<file path="src/rtl/sbr_pkg.sv">
package sbr_pkg;

    typedef enum logic [1:0] {
        ST_IDLE  = 2'd0,
        ST_ISSUE = 2'd1,
        ST_RUN   = 2'd2,
        ST_DONE  = 2'd3
    } seq_state_e;

    // A byte count is usable when it is non-zero and a whole number of bursts.
    function automatic logic len_fits(input logic [31:0] nbytes, input int burst_bytes);
        return (nbytes != 32'd0) && ((nbytes % 32'(burst_bytes)) == 32'd0);
    endfunction

endpackage

</file>
<file path="src/rtl/sbr_beat_timer.sv">
module sbr_beat_timer #(
    parameter int LAT   = 5,
    parameter int BEATS = 8,
    parameter int IDX_W = $clog2(BEATS)
) (
    input  logic             clk,
    input  logic             rst,
    input  logic             start,
    output logic             beat_valid,
    output logic [IDX_W-1:0] beat_idx,
    output logic             burst_end
);
    localparam int CNT_MAX = LAT + BEATS - 1;
    localparam int CNT_W   = $clog2(CNT_MAX + 1);

    logic             active;
    logic [CNT_W-1:0] cnt;

    // cnt holds the number of cycles elapsed since the command cycle
    always_ff @(posedge clk) begin
        if (rst) begin
            active <= 1'b0;
            cnt    <= '0;
        end else if (start) begin
            active <= 1'b1;
            cnt    <= CNT_W'(1);
        end else if (active) begin
            if (cnt == CNT_W'(CNT_MAX)) begin
                active <= 1'b0;
                cnt    <= '0;
            end else begin
                cnt <= cnt + CNT_W'(1);
            end
        end
    end

    always_comb begin
        beat_valid = active && (cnt >= CNT_W'(LAT));
        beat_idx   = IDX_W'(cnt - CNT_W'(LAT));
        burst_end  = beat_valid && (cnt == CNT_W'(CNT_MAX));
    end

endmodule

</file>
<file path="src/rtl/sbr_seq_ctl.sv">
module sbr_seq_ctl
    import sbr_pkg::*;
#(
    parameter int ADDR_W      = 24,
    parameter int LEN_W       = 12,
    parameter int BURST_BYTES = 32
) (
    input  logic              clk,
    input  logic              rst,
    input  logic              req_valid,
    output logic              req_ready,
    input  logic [ADDR_W-1:0] req_addr,
    input  logic [LEN_W-1:0]  req_bytes,
    input  logic              burst_end,
    output logic              issue,
    output logic [ADDR_W-1:0] cur_addr,
    output logic              final_burst,
    output logic              done,
    output logic              err
);
    localparam int SHIFT = $clog2(BURST_BYTES);

    seq_state_e        st;
    logic [ADDR_W-1:0] addr_q;
    logic [LEN_W-1:0]  left_q;
    logic              err_q;
    logic              take;
    logic              ok;

    always_comb begin
        take = req_valid && (st == ST_IDLE);
        ok   = len_fits(32'(req_bytes), BURST_BYTES);
    end

    always_ff @(posedge clk) begin
        if (rst) begin
            st     <= ST_IDLE;
            addr_q <= '0;
            left_q <= '0;
            err_q  <= 1'b0;
        end else begin
            err_q <= 1'b0;
            unique case (st)
                ST_IDLE: begin
                    if (take) begin
                        if (ok) begin
                            addr_q <= req_addr;
                            left_q <= req_bytes >> SHIFT;
                            st     <= ST_ISSUE;
                        end else begin
                            err_q <= 1'b1;
                        end
                    end
                end
                ST_ISSUE: st <= ST_RUN;
                ST_RUN: begin
                    if (burst_end) begin
                        if (left_q == LEN_W'(1)) begin
                            st <= ST_DONE;
                        end else begin
                            left_q <= left_q - LEN_W'(1);
                            addr_q <= addr_q + ADDR_W'(BURST_BYTES);
                            st     <= ST_ISSUE;
                        end
                    end
                end
                ST_DONE: st <= ST_IDLE;
                default: st <= ST_IDLE;
            endcase
        end
    end

    always_comb begin
        req_ready   = (st == ST_IDLE);
        issue       = (st == ST_ISSUE);
        cur_addr    = addr_q;
        final_burst = (left_q == LEN_W'(1));
        done        = (st == ST_DONE);
        err         = err_q;
    end

endmodule

</file>
<file path="src/rtl/sdr_burst_reader.sv">
module sdr_burst_reader #(
    parameter int ADDR_W = 24,
    parameter int LEN_W  = 12,
    parameter int DATA_W = 32,
    parameter int BEATS  = 8,
    parameter int LAT    = 5
) (
    input  logic              clk,
    input  logic              rst,
    input  logic              req_valid,
    output logic              req_ready,
    input  logic [ADDR_W-1:0] req_addr,
    input  logic [LEN_W-1:0]  req_bytes,
    output logic              err,
    output logic              mem_rd,
    output logic [ADDR_W-1:0] mem_addr,
    input  logic [DATA_W-1:0] mem_rdata,
    output logic              out_valid,
    output logic [DATA_W-1:0] out_data,
    output logic [$clog2(BEATS)-1:0] out_idx,
    output logic              out_last,
    output logic              done
);
    localparam int IDX_W       = $clog2(BEATS);
    localparam int BURST_BYTES = BEATS * DATA_W / 8;

    logic             issue;
    logic             burst_end;
    logic             final_burst;
    logic             beat_valid;
    logic [IDX_W-1:0] beat_idx;

    sbr_seq_ctl #(
        .ADDR_W     (ADDR_W),
        .LEN_W      (LEN_W),
        .BURST_BYTES(BURST_BYTES)
    ) u_ctl (
        .clk        (clk),
        .rst        (rst),
        .req_valid  (req_valid),
        .req_ready  (req_ready),
        .req_addr   (req_addr),
        .req_bytes  (req_bytes),
        .burst_end  (burst_end),
        .issue      (issue),
        .cur_addr   (mem_addr),
        .final_burst(final_burst),
        .done       (done),
        .err        (err)
    );

    sbr_beat_timer #(
        .LAT  (LAT),
        .BEATS(BEATS),
        .IDX_W(IDX_W)
    ) u_timer (
        .clk       (clk),
        .rst       (rst),
        .start     (issue),
        .beat_valid(beat_valid),
        .beat_idx  (beat_idx),
        .burst_end (burst_end)
    );

    always_comb begin
        mem_rd    = issue;
        out_valid = beat_valid;
        out_idx   = beat_idx;
        out_data  = mem_rdata;
        out_last  = burst_end && final_burst;
    end

endmodule

</file>
<file path="config.mk">
export PLATFORM = sky130hd
export DESIGN_NAME = sdr_burst_reader
export DESIGN_NICKNAME = d
export VERILOG_FILES = /design/src/rtl/sbr_pkg.sv /design/src/rtl/sbr_beat_timer.sv /design/src/rtl/sbr_seq_ctl.sv /design/src/rtl/sdr_burst_reader.sv
export SDC_FILE = /design/constraint.sdc
export NUM_CORES = 1
export LEC_CHECK = 0
export BUFFER_PORTS_ARGS = -buffer_cell sky130_fd_sc_hd__buf_2
export CORE_AREA = 2 2 81 83
export DETAILED_ROUTE_END_ITERATION = 12
export DIE_AREA = 0 0 83 85
export GPL_ROUTABILITY_DRIVEN = 0
export PLACE_DENSITY_LB_ADDON = 0.08
export SKIP_CTS_REPAIR_TIMING = 1
export SKIP_LAST_GASP = 1
export SLEW_MARGIN = 30
export SYNTH_ARGS = -nofsm -noshare
export SYNTH_HDL_FRONTEND = slang
export SYNTH_SLANG_ARGS = --single-unit
</file>
<file path="constraint.sdc">
create_clock -name clk -period 3.2 [get_ports clk]
set_input_delay 0.64 -clock clk [delete_from_list [all_inputs] [get_ports clk]]
set_output_delay 0.64 -clock clk [all_outputs]
set_load 0.02 [all_outputs]
</file>
==> results of run 1 <==
-- kinds of logic (layout without fill, tap and decap cells) --
family / count (synthesis) / count (layout) / synth area share, %
mux: 7 / 7 / 2.54
xor+xnor: 3 / 3 / 0.936
fa+ha+maj: 7 / 7 / 3.12
compound gates: 107 / 107 / 24.6
flops: 44 / 44 / 31.4
simple gates: 138 / 138 / 23.9
buf+inv: 66 / 93 / 13.5
-- path summary, 6_finish.rpt --
kind | endpoint | slack [ns] | cells past startpoint
worst max-delay path | out_last | 0.91 | 4
worst min-delay path | u_ctl.left_q[11] | 0.48 | 1
worst max register to register | u_ctl.left_q[1] | 0.96 | 6
worst min register to register | u_ctl.left_q[11] | 0.48 | 1
-- synthesized netlist by cell type (6+ instances only) --
master,count,area [µm²]
nor3_1,9,45.0
nand3_1,12,60.1
mux2i_1,6,60.1
nor2_1,38,143
a31oi_1,7,43.8
buf_4,32,240
a21oi_1,38,190
a211oi_1,7,52.6
o21ai_0,26,130
clkbuf_1,17,63.8
inv_1,9,33.8
o31ai_1,6,45.0
nand2_1,39,146
nand4_1,6,37.5
ha_1,7,87.6
dfxtp_1,44,881
-- flip-flops by register name, summed over array words and instances, names as in the netlist --
register,flops
u_ctl.left_q,12
u_ctl.err,1
u_ctl.st,2
u_timer.active,1
u_ctl.cur_addr,24
u_timer.cnt,4
-- routing by layer --
metal  GRT usage (%)  wire, µm  vias up
met5               0         0        -
li1                -         -     1348
met4            4.32        51        0
met3            4.18       354        8
met1            23.5      2980     1230
met2            33.0      3200       86
-- cell usage in the layout (no fill, tap or decap), drive strengths merged, types with 2 or more instances in the layout --
master,n
a311oi,2
dfxtp,44
nor2b,2
a32o,2
and2,2
a21o,6
or3,5
inv,9
xor2,2
o31ai,6
and4,4
nor3,9
nor2,38
a31oi,7
buf,76
and3,4
nor4,5
nand2b,5
nor3b,3
o41ai,5
nand2,39
mux2i,6
ha,7
nand3,12
clkbuf,8
o21ai,26
nand4,6
o21a,2
a21oi,39
a211oi,7
-- cell type report --
class	instances	area [µm²]
Sequential cell	44	881
Clock buffer	8	90.1
Fill cell	636	3160
Tap cell	77	96.3
Multi-Input combinational cell	262	1550
Inverter	9	33.8
Timing Repair Buffer	76	393
-- power by group --
part / internal, mW / switching, mW / total, mW
logic: 0.0373 / 0.0454 / 0.0827
clock network: 0.176 / 0.188 / 0.364
registers: 0.551 / 0.00449 / 0.556
total: 0.765 / 0.237 / 1.00
==> results.yml, run 1 <==
cts:
  cts.path.max_buffers: 2
  clk_pin_slew_ns: 0.08
  numCtsBuffers: 5
  cts_tree: "yes"
  cts_root_buffer: "clkbuf_8"
  htreeDepth: 2
  cts_num_sinks: 44
  clock_latency_ns: 0.29
floorplan:
  start_util_pct: 45.3
  die-area_um2: 7060
  rows: 29
  die_h_um: 85
  core_um2: 6200
  die_x_um: 83
  io_pins: 136
global_route:
  grtUsageTotal_pct: 18.8
  grt_pass1_vias: 2385
  grt_pass1_wl_mm: 11.2
  grt-ovfl-total: 0
  antenna_found_initial: 0
  grt_max_degree: 46
detailed_routing:
  vias: 2672
  ant_nets: 0
  viasPerCell: 5.61
  drt_wl_total_mm: 6.58
  routedWlPerCell_um: 13.8
  drt_pass1_iterations: 4
  drt-initial-drc-count: 130
  drc: 0
critical_path:
  slowest_stage: "nor4_1"
  path_cells: "nor4_1 > nand2_1 > nor2_1 > buf_2"
  critical_path_class: "reg2out"
  required_ns: 2.56
  cp_top_family: "simple AND/OR/NAND/NOR gates"
  max_stage_delay_ns: 0.57
  worstPathArrival_ns: 1.65
  path_buf_inv: 1
  endpoint_kind: "output port"
  worstPathMaxFanout: 7
  startpoint_type: "flip-flop"
  crit_path_start: "u_ctl.left_q[7]"
  rr_startpoint: "u_ctl.left_q[7]"
worst_hold_path:
  hold_start: "u_ctl.left_q[11]"
  min_path_type: "reg2reg"
timing:
  fin_crit_ns: 2.29
  setup_viol: 0
  worst_pin_slew_ns: 0.630
  worst_slack_ns: 0.907
  rsz0062_at_grt: "false"
  timing.fmax_mhz: 436
  final.setup.tns_ns: 0
  fin_crit_sh_pct: 71.7
  finalMaxSlewViolations: 0
  whs_ns: 0.477
  finClkSkew_ns: 0.00497
  hold_viol_final: 0
  slew-limit-headroom_pct: 57.7
outcome:
  status: "complete, no violations"
final_layout:
  insertedDiodeCount: 0
  fin_area_um2: 3040
  final_core_util_pct: 49.1
  area_delta_synth_final_pct: 8.42
  final_nets: 476
  finalNonFillerCells: 476
  drive_gt1_share_pct: 22.8
logic_synthesis:
  ys_warn_count: 0
  yosys_most_used_dff: "dfxtp_1"
  syn_inst: 372
  avgSynthCellArea_um2: 7.55
  seq_area_frac_synth_pct: 31.4
  synth_area_um2: 2810
  synth_cell_types: 47
  synth-async-reset-ratio_pct: 0
  ys_seq_elements: 44
  synth-edff-count: 0
  synth_nets: 450
placed_design:
  place_ws_ns: 0.636
  place_hpwl_mm: 4.64
  dp.cells: 468
  place_area_um2: 2950
  io_buffers: 71
power:
  p_per_area_nw_per_um2: 329
  ir_drop_v: 0.000132
  leakage_nw: 1.24
  total_power_mw: 1.00
run:
  maxCapViolCount: 0
Note: power is estimated with default switching activity, not from simulation.
==> run 2: changes to the inputs <==
CORE_AREA = 2 2 85 87   (was 2 2 81 83)
DIE_AREA = 0 0 87 89   (was 0 0 83 85)
clock period = 2 ns   (was 3.2 ns; I/O delays follow)
==> run 2 against run 1 <==
Final cell count is 9.2% higher. Cell area up 15%. Clock power is 66% higher. Largest power group unchanged. Global-route usage up 0.35 points. Flip-flop and latch count is the same. Non-clock buffer count up 40. Clock skew decreased by 0.0010 ns. Worst setup slack worse by 0.88 ns. Sequential share of layout area down 3.6 points.
==> results.yml, run 2 (synthesized netlist as in run 1, its figures left out) <==
floorplan:
  start_util_pct: 41.8
  core_um2: 6720
  die_x_um: 87
  die-area_um2: 7740
  io_pins: 136
  die_h_um: 89
  rows: 30
cts:
  numCtsBuffers: 5
  htreeDepth: 2
  clock_latency_ns: 0.30
  cts_root_buffer: "clkbuf_8"
  cts_num_sinks: 44
  cts_tree: "yes"
  cts.path.max_buffers: 2
  clk_pin_slew_ns: 0.08
detailed_routing:
  drt-initial-drc-count: 124
  ant_nets: 0
  routed-wl-met2_mm: 3.71
  wl_met3_um: 344
  viasPerCell: 5.50
  top_layer_used: "met4"
  vias: 2858
  drt_wl_total_mm: 7.54
  routedWlPerCell_um: 14.5
  drc: 0
  drt_pass1_iterations: 4
  wl_met1_mm: 3.40
timing:
  slew-limit-headroom_pct: 70.5
  fin_crit_sh_pct: 98.5
  setup_viol: 0
  rsz0062_at_grt: "true"
  finClkSkew_ns: 0.00396
  timing.fmax_mhz: 507
  fin_crit_ns: 1.97
  whs_ns: 0.333
  worst_pin_slew_ns: 0.442
  hold_viol_final: 0
  finalMaxSlewViolations: 0
worst_hold_path:
  hold_start: "req_addr[0]"
  min_path_type: "in2reg"
critical_path:
  critical_path_class: "in2reg"
  required_ns: 2.22
  endpoint_kind: "flip-flop"
  worstPathArrival_ns: 2.19
  startpoint_type: "input port"
  worstPathMaxFanout: 7
  rr_startpoint: "u_timer.cnt[1]"
  crit_path_start: "req_bytes[0]"
placed_design:
  io_buffers: 71
  place_hpwl_mm: 5.24
  dp.cells: 509
  place_area_um2: 3290
power:
  total_power_mw: 1.65
  ir_drop_v: 0.000240
  p_per_area_nw_per_um2: 473
  leakage_nw: 1.48
final_layout:
  insertedDiodeCount: 0
  area_delta_synth_final_pct: 24.2
  finalNonFillerCells: 520
  final_core_util_pct: 51.9
  final_cell_mix: "buf_2 (70), buf_4 (42), dfxtp_1 (42), nand2_1 (39), a21oi_1 (37)"
  fin_area_um2: 3490
  fillers: 655
  largest_reg_flops: 24
  final_common_cell: "buf_2"
  final_nets: 517
  drive_gt1_share_pct: 33.6
outcome:
  status: "complete, no violations"
global_route:
  grt_pass1_wl_mm: 11.8
  grt-ovfl-total: 0
  grt_pass1_vias: 2606
  grtUsageTotal_pct: 19.1
  grt_max_degree: 66
  antenna_found_initial: 0
run:
  maxCapViolCount: 0
run 2: cell types whose count changed in the layout (fill, tap and decap cells not counted), sizes merged:
cell  before  now
buf       76  116
a21o       6    7
run 2: worst max-delay path: stages:
cell       delay (ns)
buf_2            0.09
or4_4            0.55
a2111oi_4        0.42
buf_4            0.22
a21o_4           0.17
buf_6            0.13
nand3_2          0.06
a31oi_1          0.15
run 2: report_power, final:
part | switching, mW | internal (mW) | leakage [nW]
combinational | 0.0814 | 0.0772 | 1.08
sequential | 0.00614 | 0.882 | 0.356
clock | 0.320 | 0.283 | 0.0455
total | 0.408 | 1.24 | 1.48
run 2: layer usage:
| metal | track usage [%] | vias up |
|---|---|---|
| li1 | - | 1431 |
| met1 | 23.2 | 1342 |
| met2 | 33.8 | 75 |
| met3 | 4.34 | 10 |
| met4 | 5.68 | 0 |
| met5 | 0 | - |
run 2: layout make-up:
class / count / area, µm² / share of cell area (%)
multi-input combinational: 263 / 1650 / 47.3
sequential: 44 / 883 / 25.3
timing repair buffer: 116 / 728 / 20.9
tap: 80 / 100 / 2.87
clock buffer: 8 / 90.1 / 2.58
inverter: 9 / 33.8 / 0.969
run 2: path summary, 6_finish.rpt:
kind / end / slack (ns) / cells after the start
worst min-delay path: u_ctl.cur_addr[0] / 0.33 / 3
worst min register to register: u_ctl.left_q[1] / 0.49 / 2
worst max register to register: u_ctl.left_q[0] / 0.10 / 9
worst max-delay path: u_ctl.left_q[0] / 0.03 / 8
run 2: stage by stage:
stage                     setup TNS (ns)  worst slack [ns]
after floorplan                    -3.01            -0.134
after global placement             -2.14            -0.119
after detailed placement           -1.88            -0.106
after CTS                          -1.31            -0.101
after global routing              -0.167           -0.0553
final                                  0            0.0293
